--- src/rtl/gpio_irq_pkg.sv ---
package gpio_irq_pkg;
  localparam int LINES = 8;
  localparam int CPUS  = 2;
  localparam int AW    = 12;

  localparam logic [AW-1:0] A_ROUTE = 12'h100;
  localparam logic [AW-1:0] A_CTRL  = 12'h101;
  localparam logic [AW-1:0] A_DIN   = 12'h103;
  localparam logic [AW-1:0] A_DOUT  = 12'h104;
  localparam logic [AW-1:0] A_EDGE  = 12'h202;
  localparam logic [AW-1:0] A_IEN   = 12'h252;
  localparam logic [AW-1:0] A_IST   = 12'h262;
  localparam logic [AW-1:0] A_MASK0 = 12'h280;
  localparam logic [AW-1:0] A_SRC0  = 12'h290;

  // level that an event arms on: the input itself for rising, inverted for falling
  function automatic logic qual_level(logic s, logic rise_sel);
    return rise_sel ? s : ~s;
  endfunction

  function automatic logic arm_event(logic lvl, logic lvl_prev);
    return lvl & ~lvl_prev;
  endfunction

  // a fresh event outranks a clear in the same cycle
  function automatic logic pend_next(logic p, logic clr, logic ev);
    return (p & ~clr) | ev;
  endfunction

  function automatic logic route_bit(logic p, logic en, logic m);
    return p & en & m;
  endfunction
endpackage

--- src/rtl/gpio_in_sync.sv ---
module gpio_in_sync #(
  parameter int N = gpio_irq_pkg::LINES
) (
  input  logic         clk,
  input  logic         rst,
  input  logic [N-1:0] raw,
  output logic [N-1:0] sync
);
  for (genvar i = 0; i < N; i++) begin : g_line
    logic st1, st2;
    always_ff @(posedge clk) begin
      if (rst) begin
        st1 <= 1'b0;
        st2 <= 1'b0;
      end else begin
        st1 <= raw[i];
        st2 <= st1;
      end
    end
    assign sync[i] = st2;
  end

  logic [1:0] age;
  always_ff @(posedge clk) begin
    if (rst) age <= '0;
    else if (age != 2'd3) age <= age + 2'd1;
  end

  // two-stage latency from pin to synchronised value
  a_r3_two_stage: assert property (@(posedge clk) disable iff (rst)
    (age >= 2'd2) |-> (sync == $past(raw, 2)));
endmodule

--- src/rtl/gpio_edge_det.sv ---
module gpio_edge_det #(
  parameter int N = gpio_irq_pkg::LINES
) (
  input  logic         clk,
  input  logic         rst,
  input  logic [N-1:0] sync,
  input  logic [N-1:0] rise_sel,
  output logic [N-1:0] evt
);
  import gpio_irq_pkg::*;

  logic [N-1:0] lvl;
  logic [N-1:0] lvl_prev;

  for (genvar i = 0; i < N; i++) begin : g_det
    assign lvl[i] = qual_level(sync[i], rise_sel[i]);
    assign evt[i] = arm_event(lvl[i], lvl_prev[i]);
    // reset value matches a low line with falling selected, so no event at release
    always_ff @(posedge clk) begin
      if (rst) lvl_prev[i] <= 1'b1;
      else     lvl_prev[i] <= lvl[i];
    end
  end

  // an event needs a change of the input or of the edge selection
  a_r4_event_has_cause: assert property (@(posedge clk) disable iff (rst)
    (|evt) |-> ((sync != $past(sync)) || (rise_sel != $past(rise_sel))));
endmodule

--- src/rtl/gpio_pend_reg.sv ---
module gpio_pend_reg #(
  parameter int N = gpio_irq_pkg::LINES
) (
  input  logic         clk,
  input  logic         rst,
  input  logic [N-1:0] evt,
  input  logic [N-1:0] clr,
  output logic [N-1:0] pend
);
  import gpio_irq_pkg::*;

  for (genvar i = 0; i < N; i++) begin : g_bit
    always_ff @(posedge clk) begin
      if (rst) pend[i] <= 1'b0;
      else     pend[i] <= pend_next(pend[i], clr[i], evt[i]);
    end
  end

  a_r7_clear_takes: assert property (@(posedge clk) disable iff (rst)
    (|(clr & ~evt)) |=> ((pend & $past(clr & ~evt)) == '0));

  a_r8_event_wins: assert property (@(posedge clk) disable iff (rst)
    (|evt) |=> ((pend & $past(evt)) == $past(evt)));
endmodule

--- src/rtl/gpio_cpu_route.sv ---
module gpio_cpu_route #(
  parameter int N  = gpio_irq_pkg::LINES,
  parameter int NC = gpio_irq_pkg::CPUS
) (
  input  logic                  clk,
  input  logic                  rst,
  input  logic [NC-1:0]         mask_wr,
  input  logic [N-1:0]          wdata,
  input  logic [N-1:0]          pend,
  input  logic [N-1:0]          en,
  output logic [NC-1:0][N-1:0]  mask,
  output logic [NC-1:0][N-1:0]  src,
  output logic [NC-1:0]         irq
);
  import gpio_irq_pkg::*;

  for (genvar k = 0; k < NC; k++) begin : g_cpu
    always_ff @(posedge clk) begin
      if (rst)             mask[k] <= '0;
      else if (mask_wr[k]) mask[k] <= wdata;
    end
    for (genvar i = 0; i < N; i++) begin : g_bit
      assign src[k][i] = route_bit(pend[i], en[i], mask[k][i]);
    end
    assign irq[k] = |src[k];

    // nothing outside the processor's mask reaches its source view
    a_r10_src_in_mask: assert property (@(posedge clk) disable iff (rst)
      (src[k] & ~mask[k]) == '0);
  end

  // no request without a pending, enabled line
  a_r11_irq_quiet: assert property (@(posedge clk) disable iff (rst)
    ((pend & en) == '0) |-> (irq == '0));
endmodule

--- src/rtl/gpio_irq_ctrl.sv ---
module gpio_irq_ctrl #(
  parameter int NLINES = gpio_irq_pkg::LINES,
  parameter int NCPU   = gpio_irq_pkg::CPUS,
  parameter int AW     = gpio_irq_pkg::AW
) (
  input  logic              clk,
  input  logic              rst,
  input  logic [AW-1:0]     reg_addr,
  input  logic              reg_wr,
  input  logic [NLINES-1:0] reg_wdata,
  output logic [NLINES-1:0] reg_rdata,
  input  logic [NLINES-1:0] line_in,
  output logic [NLINES-1:0] line_out,
  output logic [NCPU-1:0]   cpu_irq
);
  import gpio_irq_pkg::*;

  logic [NLINES-1:0] route_q, ctrl_q, dout_q, edge_q, ien_q;
  logic [NLINES-1:0] sync_in, evt, pend, clr;
  logic [NCPU-1:0]   mask_wr;
  logic [NCPU-1:0][NLINES-1:0] mask, src;

  logic wr_route, wr_ctrl, wr_dout, wr_edge, wr_ien, wr_ist;
  assign wr_route = reg_wr && (reg_addr == A_ROUTE);
  assign wr_ctrl  = reg_wr && (reg_addr == A_CTRL);
  assign wr_dout  = reg_wr && (reg_addr == A_DOUT);
  assign wr_edge  = reg_wr && (reg_addr == A_EDGE);
  assign wr_ien   = reg_wr && (reg_addr == A_IEN);
  assign wr_ist   = reg_wr && (reg_addr == A_IST);
  assign clr      = wr_ist ? reg_wdata : '0;

  for (genvar k = 0; k < NCPU; k++) begin : g_mwr
    assign mask_wr[k] = reg_wr && (reg_addr == AW'(A_MASK0 + k));
  end

  always_ff @(posedge clk) begin
    if (rst) begin
      route_q <= '0;
      ctrl_q  <= '0;
      dout_q  <= '0;
      edge_q  <= '0;
      ien_q   <= '0;
    end else begin
      if (wr_route) route_q <= reg_wdata;
      if (wr_ctrl)  ctrl_q  <= reg_wdata;
      if (wr_dout)  dout_q  <= reg_wdata;
      if (wr_edge)  edge_q  <= reg_wdata;
      if (wr_ien)   ien_q   <= reg_wdata;
    end
  end

  gpio_in_sync #(.N(NLINES)) u_sync (
    .clk(clk), .rst(rst), .raw(line_in), .sync(sync_in)
  );

  gpio_edge_det #(.N(NLINES)) u_edge (
    .clk(clk), .rst(rst), .sync(sync_in), .rise_sel(edge_q), .evt(evt)
  );

  gpio_pend_reg #(.N(NLINES)) u_pend (
    .clk(clk), .rst(rst), .evt(evt), .clr(clr), .pend(pend)
  );

  gpio_cpu_route #(.N(NLINES), .NC(NCPU)) u_route (
    .clk(clk), .rst(rst), .mask_wr(mask_wr), .wdata(reg_wdata),
    .pend(pend), .en(ien_q), .mask(mask), .src(src), .irq(cpu_irq)
  );

  always_comb begin
    reg_rdata = '0;
    if (reg_addr == A_ROUTE) reg_rdata = route_q;
    if (reg_addr == A_CTRL)  reg_rdata = ctrl_q;
    if (reg_addr == A_DIN)   reg_rdata = sync_in;
    if (reg_addr == A_DOUT)  reg_rdata = dout_q;
    if (reg_addr == A_EDGE)  reg_rdata = edge_q;
    if (reg_addr == A_IEN)   reg_rdata = ien_q;
    if (reg_addr == A_IST)   reg_rdata = pend & ien_q;
    for (int k = 0; k < NCPU; k++) begin
      if (reg_addr == AW'(A_MASK0 + k)) reg_rdata = mask[k];
      if (reg_addr == AW'(A_SRC0 + k))  reg_rdata = src[k];
    end
  end

  assign line_out = dout_q;

  // output lines move only on a write to the output data byte
  a_r2_dout_hold: assert property (@(posedge clk) disable iff (rst)
    !wr_dout |=> $stable(line_out));
endmodule

--- config.mk ---
export PLATFORM = sky130hd
export DESIGN_NAME = gpio_irq_ctrl
export DESIGN_NICKNAME = d
export VERILOG_FILES = /design/src/rtl/gpio_irq_pkg.sv /design/src/rtl/gpio_in_sync.sv /design/src/rtl/gpio_edge_det.sv /design/src/rtl/gpio_pend_reg.sv /design/src/rtl/gpio_cpu_route.sv /design/src/rtl/gpio_irq_ctrl.sv
export SDC_FILE = /design/constraint.sdc
export NUM_CORES = 1
export LEC_CHECK = 0
export CAP_MARGIN = 20
export CORE_MARGIN = 1
export CORE_UTILIZATION = 55
export DETAILED_ROUTE_END_ITERATION = 10
export DONT_BUFFER_PORTS = 1
export PLACE_DENSITY_LB_ADDON = 0.08
export SLEW_MARGIN = 20
export SYNTH_ARGS = -nofsm -noshare
export SYNTH_HDL_FRONTEND = slang
export SYNTH_SLANG_ARGS = --single-unit
--- constraint.sdc ---
create_clock -name clk -period 3.05 [get_ports clk]
set_input_delay 0.61 -clock clk [delete_from_list [all_inputs] [get_ports clk]]
set_output_delay 0.61 -clock clk [all_outputs]
set_load 0.02 [all_outputs]
Word level (Yosys, flattened, before mapping)

Cells that the tools add are included.

Add/subtract/negate cells: 0
Multiply operators: 0
Divide/modulo/power cells: 0
Order comparisons: 0
Eq/ne operators: 11
Shift operators: 0
Mux-type cells: 20
Bitwise logic cells: 73
Reduce and logical (&&, ||, !) cells: 10

Operator list:

| cell                   | number |
|---|---|
| $mux W8                | 12 |
| $eq A12 B10 Y1 const B | 7 |
| $eq A12 B9 Y1 const B  | 4 |
| $and A1 B1 Y1          | 40 |
| $not A1 Y1             | 24 |
| $reduce_or A8 Y1       | 2 |
| $and A8 B8 Y8          | 1 |
| $logic_and A1 B1 Y1    | 8 |
| $mux W1                | 8 |
| $or A1 B1 Y1           | 8 |

Bits in registers: 88
Bits in latches: 0
Bits in writable memories: 0
Bits in read-only memories: 0
Input bits: 31
Output and inout port bits: 18
Logic and storage cells: 153
Memories kept: 0

Logic depth before layout (Yosys ltp)

Gate-level depths: netlist of run 1.

Depth after elaboration: 12
Gate-level depth with buffers: 8
Mapped depth without buffers: 5

Modules after synthesis

A second synthesis of run 1 with hierarchy kept.

Cells, all modules: 473
Area, all modules: 4488.1 µm²

Modules (own cells, without submodules):

| module         | times used | cells each | area an instance (µm²) | seq. area each (µm²) |
|---|---|---|---|---|
| gpio_irq_ctrl  | 1          | 293        | 2507.4                 | 800.8 |
| gpio_cpu_route | 1          | 74         | 764.5                  | 320.3 |
| gpio_in_sync   | 1          | 41         | 524.3                  | 320.3 |
| gpio_pend_reg  | 1          | 33         | 381.6                  | 160.2 |
| gpio_edge_det  | 1          | 32         | 310.3                  | 160.2 |

Worst setup path before layout of run 1

OpenSTA, ideal clock, no wires.

Path type: input-to-output
Start point: input reg_addr[5]
End point: output reg_rdata[0]
Data arrival time: 2.406 ns
Required time: 2.440 ns
Path slack: 0.034 ns
Stages on the path: 6
Path buffers: 1
Path through: buf_6 or4_4 nor4_4 a32o_1 a31oi_1 a31oi_1

Cells in the longest elaborated chain, start to end: 12
Elaborated cells between the ends (all ways): 22
Those cells by class: eq/ne (11); mux (11)

Ends and longest elaborated chain:

| element         | line                | source |
|---|---|---|
| start, declared | gpio_irq_ctrl.sv:8  | `input logic [AW-1:0] reg_addr,` |
| $eq A12 B9 Y1   | gpio_irq_ctrl.sv:71 | `if (reg_addr == A_ROUTE) reg_rdata = route_q;` |
| $mux W8         | gpio_irq_ctrl.sv:71 |  |
| $mux W8         | gpio_irq_ctrl.sv:72 | `if (reg_addr == A_CTRL) reg_rdata = ctrl_q;` |
| $mux W8         | gpio_irq_ctrl.sv:73 | `if (reg_addr == A_DIN) reg_rdata = sync_in;` |
| $mux W8         | gpio_irq_ctrl.sv:74 | `if (reg_addr == A_DOUT) reg_rdata = dout_q;` |
| $mux W8         | gpio_irq_ctrl.sv:75 | `if (reg_addr == A_EDGE) reg_rdata = edge_q;` |
| $mux W8         | gpio_irq_ctrl.sv:76 | `if (reg_addr == A_IEN) reg_rdata = ien_q;` |
| $mux W8         | gpio_irq_ctrl.sv:77 | `if (reg_addr == A_IST) reg_rdata = pend & ien_q;` |
| $mux W8         | gpio_irq_ctrl.sv:79 | `if (reg_addr == AW'(A_MASK0 + k)) reg_rdata = mask[k];` |
| $mux W8         | gpio_irq_ctrl.sv:80 | `if (reg_addr == AW'(A_SRC0 + k)) reg_rdata = src[k];` |
| $mux W8         | gpio_irq_ctrl.sv:79 |  |
| $mux W8 (*)     | gpio_irq_ctrl.sv:80 |  |
| end, declared   | gpio_irq_ctrl.sv:11 | `output logic [NLINES-1:0] reg_rdata,` |

Mark *: on every way between the ends. The rest lies on a longest branch, timed or not.

Final worst setup path of run 1

Start point: input reg_addr[5]
End point: output reg_rdata[1]

The elaborated chain is that of the path after synthesis.

==> out/results.ini, run 1 <==
[synthesis]
synth_edf_count = 0
yosysMostFrequentCell = dfxtp_1
yosysTopAreaCellShare = 0.425
syn-num-nets = 498
ys_ff_latch = 88
synth_ff_type = dfxtp_1
synthArstFlopShare = 0
synth-seq-area-share = 0.425
syn-cell-area_sq_um = 4140
syn-mean-instance-area_sq_um = 8.87
yosys-top-cells-count = dfxtp_1 (88), nor2_1 (78), mux2i_1 (58), nand2_1 (38), a21oi_1 (28)
synth_top_area_cell = dfxtp_1
synthTopCellsByArea = dfxtp_1 (43%), mux2i_1 (14%), nor2_1 (7.1%), nand2_1 (3.4%), a21oi_1 (3.4%)
ys_types = 52
ys_warn_count = 0
syn-instance-count = 467

[cts]
cts_hold_buf = 0
clock_latency_ns = 0.35
cts.clk_slew.worst_paths_ns = 0.09
post-cts-setup-buffers = 0
h-tree-depth = 3
cts_made_buffers = 9
cts_root_buffer = clkbuf_8
cts_resized = 0
cts.path.max_buffers = 2
cts.sinks = 88
tritoncts = yes

[hold_path]
min_path_type = in -> reg

[placed_design]
port_buffers = 0
placed_area_sq_um = 4250
gp_congestion = 0.884
dp_cells = 549
dp.final_hpwl_mm = 7.05

[routing]
met3_length_microns = 640
drt_wl_total_mm = 10.3
drt_iter0_drc = 260
via_per_inst = 5.98
top_layer_used = met4
drt-met1-wl_mm = 4.60
drc = 0
vias = 3378
final_antenna_net_count = 0
wl_per_cell_microns = 18.2
firstDrtPassIters = 5
wl_met2_mm = 4.68

[timing]
tightest_slew_ns = 0.750
fin_crit_ns = 2.86
hold_viol = 0
clock_skew_ns = 0.0105
fin_setup_tns_ns = 0
period_share = 0.937
maxSlewViolCount = 0
timing.hold.ws_ns = 0.310
rsz0062_at_grt = no
slew_headroom = 0.496
maxClockFrequency_mhz = 350
setup_viol = 0

[layout]
largest_register_ffs = 16
fill_cells = 651
design_area_sq_um = 4480
drive_gt1_frac = 0.107
syn_to_final_growth_pct = 8.18
final_util = 0.618
top_register = u_route.mask
final_cell_count_no_fill = 565
nets = 492
antenna_cells = 0

[floorplan]
start_util = 0.571
die_y_microns = 88.8
io_pins = 49
floorplan.rows = 31
dieWidth_microns = 88.8
fp.dieArea_sq_um = 7890
core_area_sq_um = 7250

[power]
p_leak_nw = 2.01
pwr_density_cell_nw_per_um2 = 481
worst_ir_drop_vdd_mv = 0.457

[worst_setup_path]
startpoint_type = primary input
crit_arrival_ns = 2.25
cp.required_ns = 2.44
path_max_fanout = 11
path_class = in -> out
critPathCaptureType = primary output

[global_route]
grt_max_degree = 89
antenna_found_initial = 0
overflow = 0
grt_pass1_wl_mm = 15.9
first_global_vias = 3133
grt_usage = 0.275

[status]
status = finished clean

[job]
maxCapViolCount = 0

[through the flow]
step,setup slack [ns],total power [mW]
after global placement,0.219,1.27
after detailed placement,0.219,1.27
final,0.192,2.16
after global routing,0.138,2.24
after CTS,0.201,2.17
after floorplan,0.0336,1.29
[power breakdown]
part | switching (mW) | internal (mW) | total, mW
Combinational | 0.0347 | 0.0319 | 0.0666
Sequential | 0.0111 | 1.16 | 1.18
Clock | 0.429 | 0.487 | 0.915
Total | 0.474 | 1.68 | 2.16
[per-layer routing]
layer | vias up | global-route usage
met2 | 135 | 0.434
met3 | 18 | 0.0513
met1 | 1603 | 0.359
met5 | - | 0
li1 | 1622 | -
met4 | 0 | 0.142
[logic make-up (layout without fill, tap and decap cells)]
| group | Yosys count | count (layout) | share of synthesized area |
|---|---|---|---|
| multiplexers | 58 | 58 | 0.140 |
| flip-flops | 88 | 88 | 0.425 |
| AO/OA/AOI/OAI | 77 | 77 | 0.119 |
| buffers and inverters | 35 | 34 | 0.0371 |
| AND/OR/NAND/NOR | 201 | 201 | 0.262 |
| XOR/XNOR | 8 | 8 | 0.0169 |
[worst max-delay path, stage by stage]
cell     delay, ns
or4_4         0.53
nor4_4        0.34
buf_12        0.18
a32o_1        0.13
a31oi_1       0.04
a31oi_1       0.23
buf_4         0.18
[layout make-up]
cell class              instances  area (sq um)  share of cell area
clock buffers                  10           138              0.0307
inverters                       2          7.51             0.00167
flip-flops and latches         88          1760               0.393
repair buffers                 16           133              0.0296
well taps                      99           124              0.0276
multi-input cells             344          2230               0.497
clock inverters                 6          91.3              0.0204
[layout by cell type, fill, tap and decap left out, drive strengths merged, types with 8 or more instances in the layout]
cell type	count
a21oi	28
a31oi	13
buf	16
clkbuf	10
dfxtp	88
mux2i	58
nand2	39
nand2b	13
nand3	19
nor2	78
nor2b	19
o21ai	11
xor2	8
[worst paths after layout]
| check | start | endpoint | slack (ns) | depth (start not counted) |
|---|---|---|---|---|
| max | reg_addr[5] | reg_rdata[1] | 0.19 | 7 |
| min | rst | u_sync.g_line[6].st1$_SDFF_PP0_ | 0.31 | 1 |
| min reg2reg | u_sync.g_line[6].st1$_SDFF_PP0_ | u_sync.g_line[6].st2$_SDFF_PP0_ | 0.45 | 1 |
| max reg2reg | u_sync.g_line[6].st2$_SDFF_PP0_ | u_pend.pend[6]$_SDFF_PP0_ | 2.10 | 4 |
No activity file was read; power rests on OpenSTA's default activity.
==> inputs of run 2 (changes only) <==
--- a/config.mk
+++ b/config.mk
@@ -8,10 +8,12 @@
 export CAP_MARGIN = 20
 export CORE_MARGIN = 1
 export CORE_UTILIZATION = 55
+export CTS_BUF_LIST = sky130_fd_sc_hd__clkbuf_8
 export DETAILED_ROUTE_END_ITERATION = 10
 export DONT_BUFFER_PORTS = 1
 export PLACE_DENSITY_LB_ADDON = 0.08
 export SLEW_MARGIN = 20
 export SYNTH_ARGS = -nofsm -noshare
 export SYNTH_HDL_FRONTEND = slang
+export SYNTH_HIERARCHICAL = 1
 export SYNTH_SLANG_ARGS = --single-unit
==> run 2 against run 1 <==
Effect of this change: non-clock buffer count is 10 higher; clock power fell by 7.5%; cell count increased by 3.4%; wire length grew 9.6%; setup slack lost 0.063 ns; synthesized cell count increased by 1.3%; highest routed layer unchanged; sequential cell count unchanged; utilization increased by 0.56 points; critical path type unchanged; critical path depth stayed put; clock skew about the same; combinational power increased by 13%; maximum frequency fell by 2.2%.
==> out/results.ini, run 2 <==
[routing]
drt_wl_total_mm = 11.3  ; +9.6%
drt_iter0_drc = 213  ; -18%
firstDrtPassIters = 5  ; unchanged
drc = 0  ; unchanged
vias = 3417  ; +1.2%
via_per_inst = 5.85  ; -2.1%
final_antenna_net_count = 0  ; unchanged
wl_per_cell_microns = 19.3  ; +6.0%

[power]
pwr_density_cell_nw_per_um2 = 431  ; -10%
p_leak_nw = 1.85  ; -8.1%
power_mw = 2.10  ; -2.8%
worst_ir_drop_vdd_mv = 0.288  ; -37%

[global_route]
overflow = 0  ; unchanged
antenna_found_initial = 0  ; unchanged
grt_pass1_wl_mm = 17.7  ; +11%
first_global_vias = 3324  ; +6.1%
grt_usage = 0.274  ; -0.000546
grt_max_degree = 89  ; unchanged

[worst_setup_path]
slowest_delay_ns = 0.58  ; +0.05 ns
r2r_cells = 4  ; unchanged
cp.required_ns = 2.44  ; about the same
path_max_fanout = 11  ; unchanged
startpoint_type = primary input
cpMostUsedCell = buf_4
path_buf_inv = 2  ; unchanged
critical_path_depth = 7  ; unchanged
path_class = in -> out
slowest_stage = or4b_4
crit_arrival_ns = 2.31  ; +0.06 ns
critPathCaptureType = primary output
path_cells = or4b_4 > nor4_4 > buf_4 > a221o_1 > a211oi_1 > a211oi_2 > buf_4
critical_path.top_delay_family = simple AND/OR/NAND/NOR gates

[placed_design]
gp_congestion = 0.906  ; +2.5%
place_ws_ns = -0.0460  ; -0.265 ns
dp.final_hpwl_mm = 7.93  ; +12%
dp_cells = 568  ; +3.5%
port_buffers = 0  ; unchanged

[hold_path]
min_path_type = in -> reg
worstHoldPathCells = 1  ; unchanged

[synthesis]
syn-instance-count = 473  ; +1.3%
ys_ff_latch = 88  ; unchanged
synthArstFlopShare = 0  ; unchanged
ys_warn_count = 6  ; +6
synth_mux_area_frac = 0.134  ; -0.00628
yosysTopAreaCellShare = 0.393  ; -0.0326
synth-adder-area-share = 0  ; unchanged
syn-num-nets = 504  ; +1.2%
synth-simple-area-share = 0.279  ; +0.0167
syn-mean-instance-area_sq_um = 9.49  ; +6.9%
synth_ff_type = dfxtp_1
synth_xor_area_frac = 0.0176  ; +0.000655
synth_top_area_cell = dfxtp_1
yosys-top-cells-count = dfxtp_1 (88), nor2_1 (54), mux2i_1 (42), nand2_1 (41), a21oi_1 (27)
synth_edf_count = 0  ; unchanged
ys_types = 63  ; +21%
synth-seq-area-share = 0.393  ; -0.0326
synth_compound_area_frac = 0.121  ; +0.00261
synth_top_family_by_area = simple AND/OR/NAND/NOR gates
synthTopCellsByArea = dfxtp_1 (39%), mux2i_1 (9.4%), nor2_1 (4.5%), nand2_1 (3.4%), a21oi_1 (3.0%)
syn-cell-area_sq_um = 4490  ; +8.3%
yosysMostFrequentCell = dfxtp_1

[timing]
fin_ws_ns = 0.129  ; -0.0629 ns
maxClockFrequency_mhz = 342  ; -2.2%
fin_crit_ns = 2.92  ; +0.0629 ns
rsz0062_at_grt = no
timing.hold.ws_ns = 0.302  ; -0.00792 ns
tightest_slew_ns = 0.477  ; -0.273 ns
period_share = 0.958  ; +0.0206
clock_skew_ns = 0.0101  ; -0.000434 ns
maxSlewViolCount = 0  ; unchanged
setup_viol = 0  ; unchanged
slew_headroom = 0.682  ; +0.185
hold_viol = 0  ; unchanged

[floorplan]
dieWidth_microns = 92.3  ; +4.0%
die_y_microns = 92.3  ; +4.0%
core_area_sq_um = 7810  ; +7.6%
io_pins = 49  ; unchanged
start_util = 0.575  ; +0.00351
fp.dieArea_sq_um = 8530  ; +8.1%
floorplan.rows = 32  ; +3.2%

[cts]
cts.clk_slew.worst_paths_ns = 0.09  ; about the same
cts_root_buffer = clkbuf_8
cts_hold_buf = 0  ; unchanged
cts.sinks = 88  ; unchanged
cts.path.max_buffers = 2  ; unchanged
clock_latency_ns = 0.36  ; about the same
h-tree-depth = 3  ; unchanged
tritoncts = yes
cts_made_buffers = 9  ; unchanged

[status]
status = finished clean

[layout]
nets = 508  ; +3.3%
drive_gt1_frac = 0.243  ; +0.135
largest_register_ffs = 16  ; unchanged
layout_commonest_cell = dfxtp_1
final_cell_count_no_fill = 584  ; +3.4%
antenna_cells = 0  ; unchanged
top_register = u_route/mask
syn_to_final_growth_pct = 8.50
final_cell_mix = dfxtp_1 (88), nor2_1 (54), mux2i_1 (42)

[job]
maxCapViolCount = 0  ; unchanged

run 2: cell types whose count changed after synthesis, moves of 12 or more:
cell | previous run | this run
nor2b_1 | 19 | 7
nor2_1 | 78 | 54
mux2i_1 | 58 | 42
buf_4 | 0 | 12
run 2: path summary, 6_finish.rpt:
path	endpoint	slack, ns	from
max	reg_rdata[2]	0.13	reg_addr[2]
min	u_sync/g_line[5].st1$_SDFF_PP0_	0.30	rst
max reg2reg	u_pend/pend[3]$_SDFF_PP0_	2.07	edge_q[3]$_SDFFE_PP0P_
min reg2reg	ctrl_q[0]$_SDFFE_PP0P_	0.45	ctrl_q[0]$_SDFFE_PP0P_
run 2: area by class of cell:
class                      count  area, sq um
clock buffer                  10          138
timing repair buffer          26          208
fill                         705         2940
clock inverter                 6         67.6
tap                          102          128
inverter                      13         48.8
multi-input combinational    339         2520
sequential                    88         1760
run 2: stage by stage:
step,TNS (ns),instance area (sq um),util
floorplan,-0.0310,4510,-
global placement,0,4640,0.595
detailed placement,-0.0605,4640,0.595
CTS,0,4860,0.622
global route,0,4870,0.624
finish,0,4870,0.624
run 2: worst register-to-register path, cell delays in order (launching register included):
cell	delay, ns
dfxtp_1	0.35
xor2_1	0.19
nor2_1	0.19
inv_1	0.08
a21oi_2	0.11
run 2: timing repair:
action                     in CTS  in global routing
resized for setup               2                  2
pin swaps                       1                  0
setup buffers                   0                  0
setup endpoints to repair       3                  3
run 2: cell families (layout without fill, tap and decap cells):
| group | after synthesis | in the layout |
|---|---|---|
| buffers and inverters | 46 | 55 |
| AND/OR/NAND/NOR | 199 | 199 |
| flip-flops | 88 | 88 |
| AO/OA/AOI/OAI | 77 | 77 |
| XOR/XNOR | 9 | 9 |
| multiplexers | 54 | 54 |
run 2: report_power, final:
| part | switching (mW) | leakage [nW] | internal, mW |
|---|---|---|---|
| Combinational | 0.0343 | 1.03 | 0.0411 |
| Clock | 0.442 | 0.104 | 0.404 |
| Sequential | 0.0119 | 0.714 | 1.16 |
run 2: metal layers:
metal | vias to the layer above | global-route usage | share of wire
li1 | 1664 | - | -
met1 | 1637 | 0.374 | 0.47
met3 | 6 | 0.0640 | 0.058
met2 | 110 | 0.438 | 0.47
met5 | - | 0 | 0
met4 | 0 | 0.0677 | 0.0077
